--- config.mk ---
export PLATFORM = sky130hd
export DESIGN_NAME = line_stat_reg
export DESIGN_NICKNAME = d
export VERILOG_FILES = /design/src/rtl/lsr_pkg.sv /design/src/rtl/lsr_err_bank.sv /design/src/rtl/lsr_rx_req.sv /design/src/rtl/lsr_tx_view.sv /design/src/rtl/line_stat_reg.sv
export SDC_FILE = /design/constraint.sdc
export NUM_CORES = 1
export LEC_CHECK = 0
export ABC_AREA = 1
export BUFFER_PORTS_ARGS = -buffer_cell sky130_fd_sc_hd__buf_4
export CORE_MARGIN = 8
export CORE_UTILIZATION = 44
export CTS_BUF_LIST = sky130_fd_sc_hd__clkbuf_4
export CTS_CLUSTER_DIAMETER = 30
export CTS_CLUSTER_SIZE = 8
export DETAILED_ROUTE_END_ITERATION = 8
export PLACE_DENSITY = 0.87
export SLEW_MARGIN = 10
export SYNTH_ARGS = -nofsm -noshare
export SYNTH_HDL_FRONTEND = slang
export SYNTH_SLANG_ARGS = --single-unit
export TNS_END_PERCENT = 5
--- constraint.sdc ---
create_clock -name clk_i -period 1.2 [get_ports clk_i]
set_input_delay 0.12 -clock clk_i [delete_from_list [all_inputs] [get_ports clk_i]]
set_output_delay 0.12 -clock clk_i [all_outputs]
set_load 0.02 [all_outputs]
--- src/rtl/lsr_pkg.sv ---
package lsr_pkg;
  localparam int unsigned N_ERR   = 4;
  localparam int unsigned B_RXREQ = 0;
  localparam int unsigned B_ERR0  = 1;
  localparam int unsigned B_TXLOW = 5;
  localparam int unsigned B_TXIDL = 6;
  localparam int unsigned B_RSV   = 7;

  typedef struct packed {
    logic brk;
    logic frm;
    logic par;
    logic ovr;
  } err_vec_t;
endpackage

--- src/rtl/lsr_err_bank.sv ---
module lsr_err_bank #(
  parameter int unsigned N = 4
) (
  input  logic         clk_i,
  input  logic         rst_ni,
  input  logic [N-1:0] set_i,
  input  logic         clr_i,
  output logic [N-1:0] flag_o
);
  logic [N-1:0] flag_q;

  for (genvar g = 0; g < N; g++) begin : g_flag
    // set wins over clear so a racing event is kept
    always_ff @(posedge clk_i or negedge rst_ni) begin
      if (!rst_ni) flag_q[g] <= 1'b0;
      else         flag_q[g] <= (flag_q[g] & ~clr_i) | set_i[g];
    end

    AST_ERR_HOLD: assert property (@(posedge clk_i) disable iff (!rst_ni)
      (flag_o[g] && !clr_i) |=> flag_o[g]);
    AST_ERR_CLEAR: assert property (@(posedge clk_i) disable iff (!rst_ni)
      (clr_i && !set_i[g]) |=> !flag_o[g]);
    AST_ERR_RACE: assert property (@(posedge clk_i) disable iff (!rst_ni)
      set_i[g] |=> flag_o[g]);
  end

  assign flag_o = flag_q;
endmodule

--- src/rtl/lsr_rx_req.sv ---
module lsr_rx_req #(
  parameter int unsigned W = 6
) (
  input  logic         clk_i,
  input  logic         rst_ni,
  input  logic [W-1:0] level_i,
  input  logic [W-1:0] thresh_i,
  input  logic         fifo_rd_i,
  input  logic         ack_i,
  output logic         req_o
);
  logic above, req_q;

  assign above = level_i > thresh_i;

  // ack drops the request for exactly one cycle; level re-evaluated after
  always_ff @(posedge clk_i or negedge rst_ni) begin
    if (!rst_ni) req_q <= 1'b0;
    else         req_q <= above & ~ack_i;
  end

  assign req_o = req_q & ~fifo_rd_i;

  AST_RX_ACK: assert property (@(posedge clk_i) disable iff (!rst_ni)
    ack_i |=> !req_o);
  AST_RX_FOLLOW: assert property (@(posedge clk_i) disable iff (!rst_ni)
    (level_i > thresh_i && !ack_i) |=> (req_o || fifo_rd_i));
  AST_RX_BELOW: assert property (@(posedge clk_i) disable iff (!rst_ni)
    (level_i <= thresh_i) |=> !req_o);
endmodule

--- src/rtl/lsr_tx_view.sv ---
module lsr_tx_view #(
  parameter int unsigned W = 6
) (
  input  logic         clk_i,
  input  logic         rst_ni,
  input  logic [W-1:0] level_i,
  input  logic [W-1:0] thresh_i,
  input  logic         idle_i,
  output logic         low_o,
  output logic         idle_o
);
  logic low_q, idle_q;

  always_ff @(posedge clk_i or negedge rst_ni) begin
    if (!rst_ni) begin
      low_q  <= 1'b0;
      idle_q <= 1'b0;
    end else begin
      low_q  <= level_i <= thresh_i;
      idle_q <= idle_i;
    end
  end

  assign low_o  = low_q;
  assign idle_o = idle_q;

  AST_TX_LEVEL: assert property (@(posedge clk_i) disable iff (!rst_ni)
    (level_i <= thresh_i) |=> low_o);
  AST_TX_ABOVE: assert property (@(posedge clk_i) disable iff (!rst_ni)
    (level_i > thresh_i) |=> !low_o);
  AST_TX_IDLE: assert property (@(posedge clk_i) disable iff (!rst_ni)
    idle_i |=> idle_o);
endmodule

--- src/rtl/line_stat_reg.sv ---
module line_stat_reg
  import lsr_pkg::*;
#(
  parameter int unsigned LVL_W = 6
) (
  input  logic             clk_i,
  input  logic             rst_ni,
  input  logic             ovr_err_i,
  input  logic             par_err_i,
  input  logic             frm_err_i,
  input  logic             brk_det_i,
  input  logic [LVL_W-1:0] rx_level_i,
  input  logic [LVL_W-1:0] rx_thresh_i,
  input  logic             rx_fifo_rd_i,
  input  logic [LVL_W-1:0] tx_level_i,
  input  logic [LVL_W-1:0] tx_thresh_i,
  input  logic             tx_idle_i,
  input  logic             lsr_rd_i,
  input  logic             wr_i,
  input  logic             wr_data0_i,
  output logic [7:0]       lsr_o,
  output logic [7:0]       rx_stat_o
);
  err_vec_t   err_set;
  logic [N_ERR-1:0] err_flag;
  logic       rx_req, tx_low, tx_idl, rx_ack;

  assign err_set = '{brk: brk_det_i, frm: frm_err_i, par: par_err_i, ovr: ovr_err_i};
  assign rx_ack  = wr_i & ~wr_data0_i;

  lsr_err_bank #(.N(N_ERR)) u_err (
    .clk_i  (clk_i),
    .rst_ni (rst_ni),
    .set_i  (err_set),
    .clr_i  (lsr_rd_i),
    .flag_o (err_flag)
  );

  lsr_rx_req #(.W(LVL_W)) u_rx (
    .clk_i     (clk_i),
    .rst_ni    (rst_ni),
    .level_i   (rx_level_i),
    .thresh_i  (rx_thresh_i),
    .fifo_rd_i (rx_fifo_rd_i),
    .ack_i     (rx_ack),
    .req_o     (rx_req)
  );

  lsr_tx_view #(.W(LVL_W)) u_tx (
    .clk_i    (clk_i),
    .rst_ni   (rst_ni),
    .level_i  (tx_level_i),
    .thresh_i (tx_thresh_i),
    .idle_i   (tx_idle_i),
    .low_o    (tx_low),
    .idle_o   (tx_idl)
  );

  always_comb begin
    lsr_o = '0;
    lsr_o[B_RXREQ]                = rx_req;
    lsr_o[B_ERR0 +: N_ERR]        = err_flag;
    lsr_o[B_TXLOW]                = tx_low;
    lsr_o[B_TXIDL]                = tx_idl;
    lsr_o[B_RSV]                  = 1'b0;
  end

  // receive status view shares the same storage
  always_comb begin
    rx_stat_o = '0;
    rx_stat_o[0]              = rx_req;
    rx_stat_o[1 +: N_ERR]     = err_flag;
  end

  AST_WR_NO_ERR: assert property (@(posedge clk_i) disable iff (!rst_ni)
    (wr_i && !lsr_rd_i && err_set == '0) |=> $stable(lsr_o[4:1]));
  AST_RX_READ_MASK: assert property (@(posedge clk_i) disable iff (!rst_ni)
    rx_fifo_rd_i |-> !rx_stat_o[0]);
endmodule

==> results of run 1 <==
==> per-layer routing <==
layer / share of wire, % / up-vias / wire [microns] / track usage [%]
met3: 12 / 4 / 244 / 3.74
met5: 0 / - / 0 / 0
met4: 1.3 / 0 / 27 / 7.20
met2: 53 / 33 / 1080 / 28.7
met1: 33 / 298 / 681 / 12.9
li1: - / 336 / - / -
==> stage by stage <==
step                      instances  area, sq um  utilization, %  power [mW]  hold slack [ns]
final                           149         1000            68.3       0.822           0.0725
after global routing            149         1000            68.3       0.879           0.0768
after CTS                       149         1000            68.3       0.826           0.0719
after detailed placement        143          955            64.9       0.582          -0.0644
after global placement          143          955            64.9       0.564          -0.0666
after floorplan                  93          679               -       0.453           -0.176
==> power by group through the flow <==
stage	clock network [mW]	registers (mW)	logic [mW]
after floorplan	0	0.280	0.173
after global placement	0	0.268	0.295
after detailed placement	0	0.270	0.311
after CTS	0.242	0.266	0.317
after global routing	0.260	0.268	0.350
final	0.240	0.266	0.316
==> synth_stat cells <==
cell type	instances	share of area (%)
sky130_fd_sc_hd__nor2_1	3	1.7
sky130_fd_sc_hd__dfrtp_1	7	26
sky130_fd_sc_hd__nand3_1	4	3.0
sky130_fd_sc_hd__inv_1	24	13
sky130_fd_sc_hd__a21oi_1	2	1.5
sky130_fd_sc_hd__clkinv_1	1	0.56
sky130_fd_sc_hd__buf_4	12	13
sky130_fd_sc_hd__conb_1	1	0.56
sky130_fd_sc_hd__nor2_2	2	1.9
sky130_fd_sc_hd__nand2_1	17	9.6
sky130_fd_sc_hd__o21bai_1	5	5.6
sky130_fd_sc_hd__ha_1	12	22
==> cell families after synthesis <==
group,after synthesis
DFF,7
buffers and inverters,37
AOI/OAI and AO/OA,7
adders and majority gates,12
and+or+nand+nor,26
other,1
==> area by class of cell <==
type / instances / area share [%]
tap: 16 / 1.99
inverter: 25 / 9.34
timing repair buffer: 48 / 36.4
multi-input combinational: 49 / 31.9
sequential: 7 / 17.4
clock buffer: 4 / 2.99
==> critical path: cells and delay by family (launching register included) <==
| family | cells | cell delay [ns] |
|---|---|---|
| buf+inv | 2 | 0.21 |
| flops | 1 | 0.32 |
| simple gates | 1 | 0.12 |
==> state kept, by name (all words and copies together), names as in the netlist <==
name,flops
u_tx.idle_o,1
u_tx.low_o,1
u_rx.req_q,1
u_err.flag_o,4
==> worst max-delay path by stage <==
stage / startpoint / to / slack (ns) / cells past startpoint
floorplan: rx_thresh_i[5] / u_rx.req_q / 0.30 / 8
global placement: rx_level_i[5] / u_rx.req_q / 0.17 / 8
detailed placement: rx_thresh_i[5] / u_rx.req_q / 0.09 / 8
CTS: u_rx.req_q / rx_stat_o[0] / 0.18 / 3
global route: u_rx.req_q / rx_stat_o[0] / 0.13 / 3
finish: u_rx.req_q / rx_stat_o[0] / 0.19 / 3
==> timing repair <==
item                      4_1_cts  5_1_grt
hold endpoints to repair        8        0
hold buffers                    2        0
buffers inserted                0        0
==> metrics.txt, run 1 <==
xor/xnor cell area share of the yosys netlist 0%; Worst-Skew Late Latency between 0.2 and 0.3 ns; cell count of the worst reg-to-reg path 2; peak supply drop roughly 0.00031 V; y dimension of the die ~55 microns; initial standard-cell utilization of the core between 40% and 50%; outcome finished clean; cts bufs inserted 3; fin crit period 1.01 ns; crit-path cells inv_1, nor2_1, buf_4; first-pass GRT wire length 3110 microns; Final Routed Wirelength just over 2000 microns; Max Slew Vio Count 0; Slowest cell on crit path sky130_fd_sc_hd__dfrtp_1; cell area after technology mapping around 670 sq um; core area around 1500 sq um; post-route clock period utilization 84.0%; register bit count reported by yosys 7; category of the worst setup path launch point flop; hold path startpoint frm_err_i; share of synthesized cell area in and, or, nand and nor gates 16.1%; PortBufs 46; number of iterations in the first detailed-routing pass 2; weighted congestion at the end of routability-driven global placement about 0.76; share of cells above drive strength 1 approximately two fifths; distinct cell type count after synthesis 12; TNS Setup 0 ns; TritonCTS Sinks 7; switching fraction of total power between 30% and 40%; CTS HTree Levels 1; complex-gate fraction of the synthesized area about 7.1%; clock network fraction of total power between 20 and 30%; cell internal pwr around 0.57 mW; horizontal die dimension 55.0 microns; clock tree from TritonCTS built; via count of the first global-routing pass roughly 720; filler instances 120; Detail Placement HPWL between 1500 and 2000 microns; worst-case clock buffer depth 2; die area 3020 sq um; number of diodes added for antenna fixing 0; unrepaired setup endpoints after global routing no; number of nets in the finished design roughly 180; area share of fa/ha/maj cells after synthesis 22.5%; portion of total power attributed to sequential cells about a third; maximum clock frequency between 900 and 1000 MHz; instance count of the mapped netlist 90; synthesized area per cell 7.42 sq um; most frequent cells in the layout sky130_fd_sc_hd__buf_4, sky130_fd_sc_hd__inv_1, sky130_fd_sc_hd__nand2_1; power share of the combinational group 38.4%; Final Hold Fails 0; final clock skew 0 ns; count of boundary I/O pins 51; First DRT Iteration DRCs 3; final routed wire length divided by cell count 13.7 microns; critical path's largest stage delay between 0.3 and 0.4 ns; ANT nets after route 0; total overflow reported by the global router 0; leakage power figure 0.638 nW; growth of design area from synthesis to finish 50.4%; start-to-end type of the worst setup path reg -> out; total area of multi-input combinational cells 320 sq um; Synth Warn # 0; vias 671; Hold Path End u_err.flag_o[2]; R2R Setup Slk around 0.56 ns; Setup crit end kind output pin; minimum setup slack after placement 0.0856 ns; number of gates resized after CTS 0; final setup violation count 0; mux contribution to synthesized area 0%; RR Endpoint u_err.flag_o[0]; detailed-route DRC error count 0; via density per instance approximately 4.5; area of all sequential standard cells about 180 sq um; beginning of the worst register-to-register path u_err.flag_o[0]; Worst-path clk slew about 0.060 ns; dominant combinational cell family by area after synthesis buffers and inverters; Net Switching 0.255 mW; critical path peak fanout 2; most common cell after layout, fill and taps aside sky130_fd_sc_hd__buf_4; Row Count 14; Root Buffer Master sky130_fd_sc_hd__clkbuf_4; required arrival time at the worst endpoint around 1.1 ns; type of the worst min-delay path in -> reg; Max Cap Violations 0; largest net degree at the start of global routing 8; Pwr per Cell Area approximately 820 nW/um^2; Global Route Usage Sum 14.4%; Hold Path Cell Cnt 2; Arr. time, crit path between 0.8 and 0.9 ns; antenna violations before repair 0; post-route setup slack 0.192 ns; post-synthesis sequential area ratio between 20% and 30%
(Power assumes the default switching activity.)
==> run 2: changes to the inputs <==
--- a/config.mk
+++ b/config.mk
@@ -5,15 +5,15 @@
 export SDC_FILE = /design/constraint.sdc
 export NUM_CORES = 1
 export LEC_CHECK = 0
-export ABC_AREA = 1
+export ABC_AREA = 0
 export BUFFER_PORTS_ARGS = -buffer_cell sky130_fd_sc_hd__buf_4
 export CORE_MARGIN = 8
-export CORE_UTILIZATION = 44
+export CORE_UTILIZATION = 39
 export CTS_BUF_LIST = sky130_fd_sc_hd__clkbuf_4
 export CTS_CLUSTER_DIAMETER = 30
 export CTS_CLUSTER_SIZE = 8
 export DETAILED_ROUTE_END_ITERATION = 8
-export PLACE_DENSITY = 0.87
+export PLACE_DENSITY = 0.81
 export SLEW_MARGIN = 10
 export SYNTH_ARGS = -nofsm -noshare
 export SYNTH_HDL_FRONTEND = slang
==> constraint.sdc (replaced) <==
create_clock -name clk_i -period 0.95 [get_ports clk_i]
set_input_delay 0.095 -clock clk_i [delete_from_list [all_inputs] [get_ports clk_i]]
set_output_delay 0.095 -clock clk_i [all_outputs]
set_load 0.02 [all_outputs]
==> metrics.txt, run 2 <==
Final Routed Wirelength 1560 microns (was 2040 microns); main area contributors after synthesis sky130_fd_sc_hd__dfrtp_1, sky130_fd_sc_hd__ha_1, sky130_fd_sc_hd__buf_4 (unchanged); CTS HTree Levels 1 (unchanged); Worst-Skew Late Latency 0.24 ns (was 0.25 ns); cell area after technology mapping 621 sq um (was 668 sq um); cell count of the worst reg-to-reg path 1 (was 2); post-synthesis sequential area ratio 28.2% (was 26.2%); final setup violation count 0 (unchanged); RR Endpoint u_err.flag_o[2] (was u_err.flag_o[0]); Pwr Total 1.01 mW (was 0.822 mW); R2R Setup Slk 0.27 ns (was 0.56 ns); detailed-route DRC error count 0 (unchanged); worst-case clock buffer depth 2 (unchanged); most instantiated library cell after synthesis sky130_fd_sc_hd__inv_1 (unchanged); ys async rst share 100% (unchanged); number of flip-flops under the largest register name 4 (unchanged); fin crit period approximately 0.95 ns; core area 1510 sq um (was 1470 sq um); unrepaired setup endpoints after global routing yes (was no); Synth Warn # 0 (unchanged); final routed wire length divided by cell count 11.9 microns (was 13.7 microns); Hold Path Cell Cnt 2 (unchanged); instance count of the mapped netlist 71 (was 90); beginning of the worst register-to-register path u_err.flag_o[2] (was u_err.flag_o[0]); register bit count reported by yosys 7 (unchanged); First DRT Iteration DRCs 7 (was 3); ANT nets after route 0 (unchanged); total overflow reported by the global router 0 (unchanged); commonest cells in the netlist sky130_fd_sc_hd__inv_1, sky130_fd_sc_hd__buf_4, sky130_fd_sc_hd__ha_1 (was sky130_fd_sc_hd__inv_1, sky130_fd_sc_hd__nand2_1, sky130_fd_sc_hd__buf_4, sky130_fd_sc_hd__ha_1, sky130_fd_sc_hd__dfrtp_1); largest net degree at the start of global routing 8 (unchanged); maximum clock frequency 1050 MHz; number of diodes added for antenna fixing 0 (unchanged); cts bufs inserted 3 (unchanged); Global Route Usage Sum 10.2% (was 14.4%); required arrival time at the worst endpoint 0.85 ns (was 1.08 ns); Row Count 14 (unchanged); Hold Path End u_err.flag_o[1] (was u_err.flag_o[2]); Detail Placement HPWL 1440 microns (was 1790 microns); Arr. time, crit path 0.85 ns (was 0.89 ns); Max Cap Violations 0 (unchanged); post-route clock period utilization between 90% and 100%; synthesized area per cell 8.74 sq um (was 7.42 sq um); via count of the first global-routing pass 636 (was 724); share of cells above drive strength 1 45.2% (was 39.1%); number of synthesized flops with an enable pin 0 (unchanged); Yosys top cell area share 28.2% (was 26.2%); first-pass GRT wire length 2750 microns (was 3110 microns); antenna violations before repair 0 (unchanged); most frequent cells in the layout sky130_fd_sc_hd__buf_4, sky130_fd_sc_hd__inv_1, sky130_fd_sc_hd__ha_1 (was sky130_fd_sc_hd__buf_4, sky130_fd_sc_hd__inv_1, sky130_fd_sc_hd__nand2_1); count of buffers added by post-CTS timing repair for setup 0 (unchanged); leakage power figure 0.590 nW (was 0.638 nW); type of the worst min-delay path in -> reg (unchanged); hold path startpoint par_err_i (was frm_err_i); weighted congestion at the end of routability-driven global placement 0.754 (was 0.761); clock tree from TritonCTS built (unchanged); Worst Hold Margin 0.0292 ns (was 0.0725 ns); critical path peak fanout 2 (unchanged); y dimension of the die 55.9 microns (was 55.0 microns); peak supply drop 0.000401 V (was 0.000313 V); distinct cell type count after synthesis 18 (was 12); Max Slew Vio Count 0 (unchanged); utilization after layout 65.0% (was 68.3%); outcome finished clean (unchanged); count of boundary I/O pins 51 (unchanged); Pwr per Cell Area 1040 nW/um^2 (was 818 nW/um^2); TNS Setup 0 ns (unchanged); cell taking the most area after synthesis sky130_fd_sc_hd__dfrtp_1 (unchanged); Setup crit end kind output pin (unchanged); growth of design area from synthesis to finish 57.9% (was 50.4%); number of iterations in the first detailed-routing pass 3 (was 2); most common cell after layout, fill and taps aside sky130_fd_sc_hd__buf_4 (unchanged); initial standard-cell utilization of the core 41.2% (was 45.4%); main flop type after synthesis sky130_fd_sc_hd__dfrtp_1 (unchanged); final clock skew 0 ns (unchanged); category of the worst setup path launch point flop (unchanged); die area 3120 sq um (was 3020 sq um); TritonCTS Sinks 7 (unchanged); PortBufs 46 (unchanged); crit path from u_rx.req_q (unchanged); via density per instance 4.58 (was 4.50); Worst-path clk slew 0.05 ns (was 0.06 ns); horizontal die dimension 55.9 microns (was 55.0 microns); filler instances 133 (was 120); start-to-end type of the worst setup path reg -> out (unchanged); vias 600 (was 671); Final Hold Fails 0 (unchanged); Root Buffer Master sky130_fd_sc_hd__clkbuf_4 (unchanged); number of nets in the finished design 163 (was 181)
==> run 2: changes by cell type after synthesis, sizes merged, moves of 2 or more <==
cell	delta
nand4	+2
o21bai	-4
nor2	-4
a21o	+6
nand3	-3
nand2	-14
nor2b	+2
inv	-9
==> run 2: kinds of logic (layout without fill, tap and decap cells) <==
logic type,after synthesis,count (layout),share of synthesized area (%)
adders and majority gates,12,12,24.2
other,1,4,0.604
and+or+nand+nor,11,11,9.27
buffers and inverters,27,68,23.6
AOI/OAI and AO/OA,13,13,14.1
DFF,7,7,28.2
==> run 2: layout make-up <==
cell class              count  area [sq um]  share of cell area, %
repair buffers             49           380                   38.8
multi-input cells          40           318                   32.4
flip-flops and latches      7           175                   17.9
inverters                  15          56.3                   5.75
clock buffers               4          30.0                   3.07
well taps                  16          20.0                   2.04
==> run 2: metal layers <==
layer  up-vias  wire (microns)  share of wire (%)  track usage, %
met5         -               0                  0               0
met4         0               8               0.51            3.44
met3         2             149                9.5            4.79
met2        30             745                 48            16.5
met1       265             658                 42            11.4
li1        303               -                  -               -
==> run 2: worst max-delay path by stage <==
stage / end / slack, ns / cells past startpoint
3_3_place_gp: u_tx.low_o / -0.08 / 5
3_5_place_dp: u_tx.low_o / -0.09 / 5
5_1_grt: lsr_o[0] / -0.03 / 2
6_report: rx_stat_o[0] / 0.0004 / 2
4_1_cts: rx_stat_o[0] / -0.008 / 2
2_1_floorplan: u_tx.low_o / 0.07 / 5
==> run 2: stage by stage <==
step	cell area [sq um]	instances	worst slack (ns)
2_1_floorplan	632	74	0.0713
5_1_grt	980	131	-0.0316
4_1_cts	980	131	-0.00775
6_report	980	131	0.000420
3_5_place_dp	915	125	-0.0889
3_3_place_gp	915	125	-0.0795
==> run 2: repair_timing <==
item / CTS / global route
gates resized for setup: 4 / 0
hold buffers: 2 / 0
hold endpoints to repair: 8 / 0
endpoints found under the setup margin: 2 / 2
==> run 2: power by group <==
group / leakage (nW) / switching [mW] / total, mW / internal [mW]
clock network: 0.0184 / 0.105 / 0.294 / 0.189
registers: 0.0785 / 0.0112 / 0.334 / 0.323
logic: 0.493 / 0.171 / 0.386 / 0.215
==> run 2: worst max-delay path, stage by stage (launching register included) <==
cell and delay, ns:
sky130_fd_sc_hd__dfrtp_1 0.36, sky130_fd_sc_hd__nor2b_4 0.13, sky130_fd_sc_hd__buf_6 0.12
==> run 3: changes to the inputs <==
--- a/config.mk
+++ b/config.mk
@@ -13,7 +13,7 @@
 export CTS_CLUSTER_DIAMETER = 30
 export CTS_CLUSTER_SIZE = 8
 export DETAILED_ROUTE_END_ITERATION = 8
-export PLACE_DENSITY = 0.81
+export PLACE_DENSITY = 0.87
 export SLEW_MARGIN = 10
 export SYNTH_ARGS = -nofsm -noshare
 export SYNTH_HDL_FRONTEND = slang
==> metrics.txt, run 3 (synthesis results as in run 2) <==
leakage power figure 0.590 nW (unchanged); number of flip-flops under the largest register name 4 (unchanged); Worst-path clk slew 0.05 ns (about the same); type of the worst min-delay path in -> reg (unchanged); Setup crit end kind output pin (unchanged); number of nets in the finished design 163 (unchanged); count of buffers added by post-CTS timing repair for setup 0 (unchanged); Net Switching 0.283 mW (was 0.287 mW); category of the worst setup path launch point flop (unchanged); worst-case clock buffer depth 2 (unchanged); post-route clock period utilization 100% (about the same); Arr. time, crit path 0.86 ns (was 0.85 ns); PortBufs 46 (unchanged); Max Slew Vio Count 0 (unchanged); final routed wire length divided by cell count 12.4 microns (was 11.9 microns); Pwr Total 1.01 mW (about the same); peak supply drop 0.000621 V (was 0.000401 V); core area 1510 sq um (unchanged); Worst-Skew Late Latency 0.24 ns (about the same); maximum clock frequency 1050 MHz (about the same); via count of the first global-routing pass 647 (was 636); power share of the combinational group 38.3% (was 38.1%); placed cell count 125 (unchanged); first-pass GRT wire length 2730 microns (was 2750 microns); count of boundary I/O pins 51 (unchanged); antenna violations before repair 0 (unchanged); Hold Path End u_err.flag_o[1] (unchanged); unrepaired setup endpoints after global routing yes (unchanged); share of cells above drive strength 1 45.2% (unchanged); Max Cap Violations 0 (unchanged); number of diodes added for antenna fixing 0 (unchanged); CTS HTree Levels 1 (unchanged); weighted congestion at the end of routability-driven global placement 0.796 (was 0.754); most common cell after layout, fill and taps aside sky130_fd_sc_hd__buf_4 (unchanged); fin crit period 0.951 ns (was 0.950 ns); TritonCTS Sinks 7 (unchanged); initial standard-cell utilization of the core 41.2% (unchanged); filler instances 119 (was 133); minimum setup slack after placement -0.114 ns (was -0.0889 ns); clock network fraction of total power 28.4% (was 29.0%); growth of design area from synthesis to finish 57.9% (unchanged); total overflow reported by the global router 0 (unchanged); RR Endpoint u_err.flag_o[3] (was u_err.flag_o[2]); number of standard cells in the layout, taps in and fillers out 131 (unchanged); beginning of the worst register-to-register path u_err.flag_o[3] (was u_err.flag_o[2]); Final Routed Wirelength 1620 microns (was 1560 microns); Row Count 14 (unchanged); outcome finished, violations left (was finished clean); cell internal pwr 0.727 mW (about the same); Root Buffer Master sky130_fd_sc_hd__clkbuf_4 (unchanged); Detail Placement HPWL 1490 microns (was 1440 microns); clock tree from TritonCTS built (unchanged); portion of total power attributed to sequential cells 33.2% (was 33.0%); switching fraction of total power 28.0% (was 28.3%); largest net degree at the start of global routing 8 (unchanged); via density per instance 4.60 (was 4.58); horizontal die dimension 55.9 microns (unchanged); violated checks negative setup slack; cell count of the worst reg-to-reg path 1 (unchanged); Pwr per Cell Area 1030 nW/um^2 (was 1040 nW/um^2); hold path startpoint par_err_i (unchanged); detailed-route DRC error count 0 (unchanged); Global Route Usage Sum 9.99% (was 10.2%); die area 3120 sq um (unchanged); start-to-end type of the worst setup path reg -> out (unchanged); critical path peak fanout 2 (unchanged); First DRT Iteration DRCs 4 (was 7); R2R Setup Slk 0.26 ns (was 0.27 ns); y dimension of the die 55.9 microns (unchanged); Hold Path Cell Cnt 2 (unchanged); cts bufs inserted 3 (unchanged); required arrival time at the worst endpoint 0.85 ns (about the same); vias 603 (was 600); number of iterations in the first detailed-routing pass 2 (was 3); ANT nets after route 0 (unchanged); post-route setup slack -0.000994 ns (was 0.000420 ns); TNS Setup -0.00180 ns (was 0 ns); most frequent cells in the layout sky130_fd_sc_hd__buf_4, sky130_fd_sc_hd__inv_1, sky130_fd_sc_hd__ha_1 (unchanged); final setup violation count 2 (was 0); final clock skew 0 ns (unchanged); Final Hold Fails 0 (unchanged)
==> run 3: cell counts in the layout (fill, tap and decap cells not counted) <==
No cell type changed its count.
==> run 3: worst max-delay path, cell delays in order (launching register included) <==
cell,delay [ns]
sky130_fd_sc_hd__dfrtp_1,0.36
sky130_fd_sc_hd__nor2b_4,0.13
sky130_fd_sc_hd__buf_6,0.12
==> run 3: final cells by class <==
cell class | count | area (sq um) | area share, %
clock buffer | 4 | 30.0 | 3.07
inverter | 15 | 56.3 | 5.75
multi-input combinational | 40 | 318 | 32.4
sequential | 7 | 175 | 17.9
tap | 16 | 20.0 | 2.04
timing repair buffer | 49 | 380 | 38.8
==> run 3: worst max-delay path by stage <==
stage	from	end	slack, ns	cells past startpoint
2_1_floorplan	tx_thresh_i[5]	u_tx.low_o	0.07	5
3_5_place_dp	tx_level_i[5]	u_tx.low_o	-0.11	5
5_1_grt	u_rx.req_q	lsr_o[0]	-0.03	2
3_3_place_gp	tx_level_i[3]	u_tx.low_o	-0.07	5
6_report	u_rx.req_q	lsr_o[0]	-0.001	2
4_1_cts	u_rx.req_q	lsr_o[0]	-0.006	2
==> run 3: per-stage QoR <==
stage	hold slack, ns	util [%]	instance area (sq um)
finish	0.0306	65.0	980
global route	0.0275	65.0	980
global placement	-0.0903	60.7	915
detailed placement	-0.0894	60.7	915
floorplan	-0.201	-	632
CTS	0.0304	65.0	980
==> run 3: power by group through the flow <==
stage	clock, mW	combinational (mW)	sequential, mW
after floorplan	0	0.204	0.353
final	0.287	0.387	0.336
after global routing	0.315	0.426	0.339
after global placement	0	0.365	0.339
after detailed placement	0	0.374	0.340
after CTS	0.293	0.392	0.336
==> run 3: repair_timing <==
item,in CTS,in global routing
gates cloned,0,0
endpoints found under the hold margin,8,0
gates resized for setup,4,0
hold buffers,2,0
setup endpoints to repair,2,2
==> run 3: layer usage <==
layer	GRT usage [%]	wire [microns]	vias up
li1	-	-	303
met1	10.9	657	268
met2	17.5	782	32
met3	5.71	178	0
met4	0	0	0
met5	0	0	-
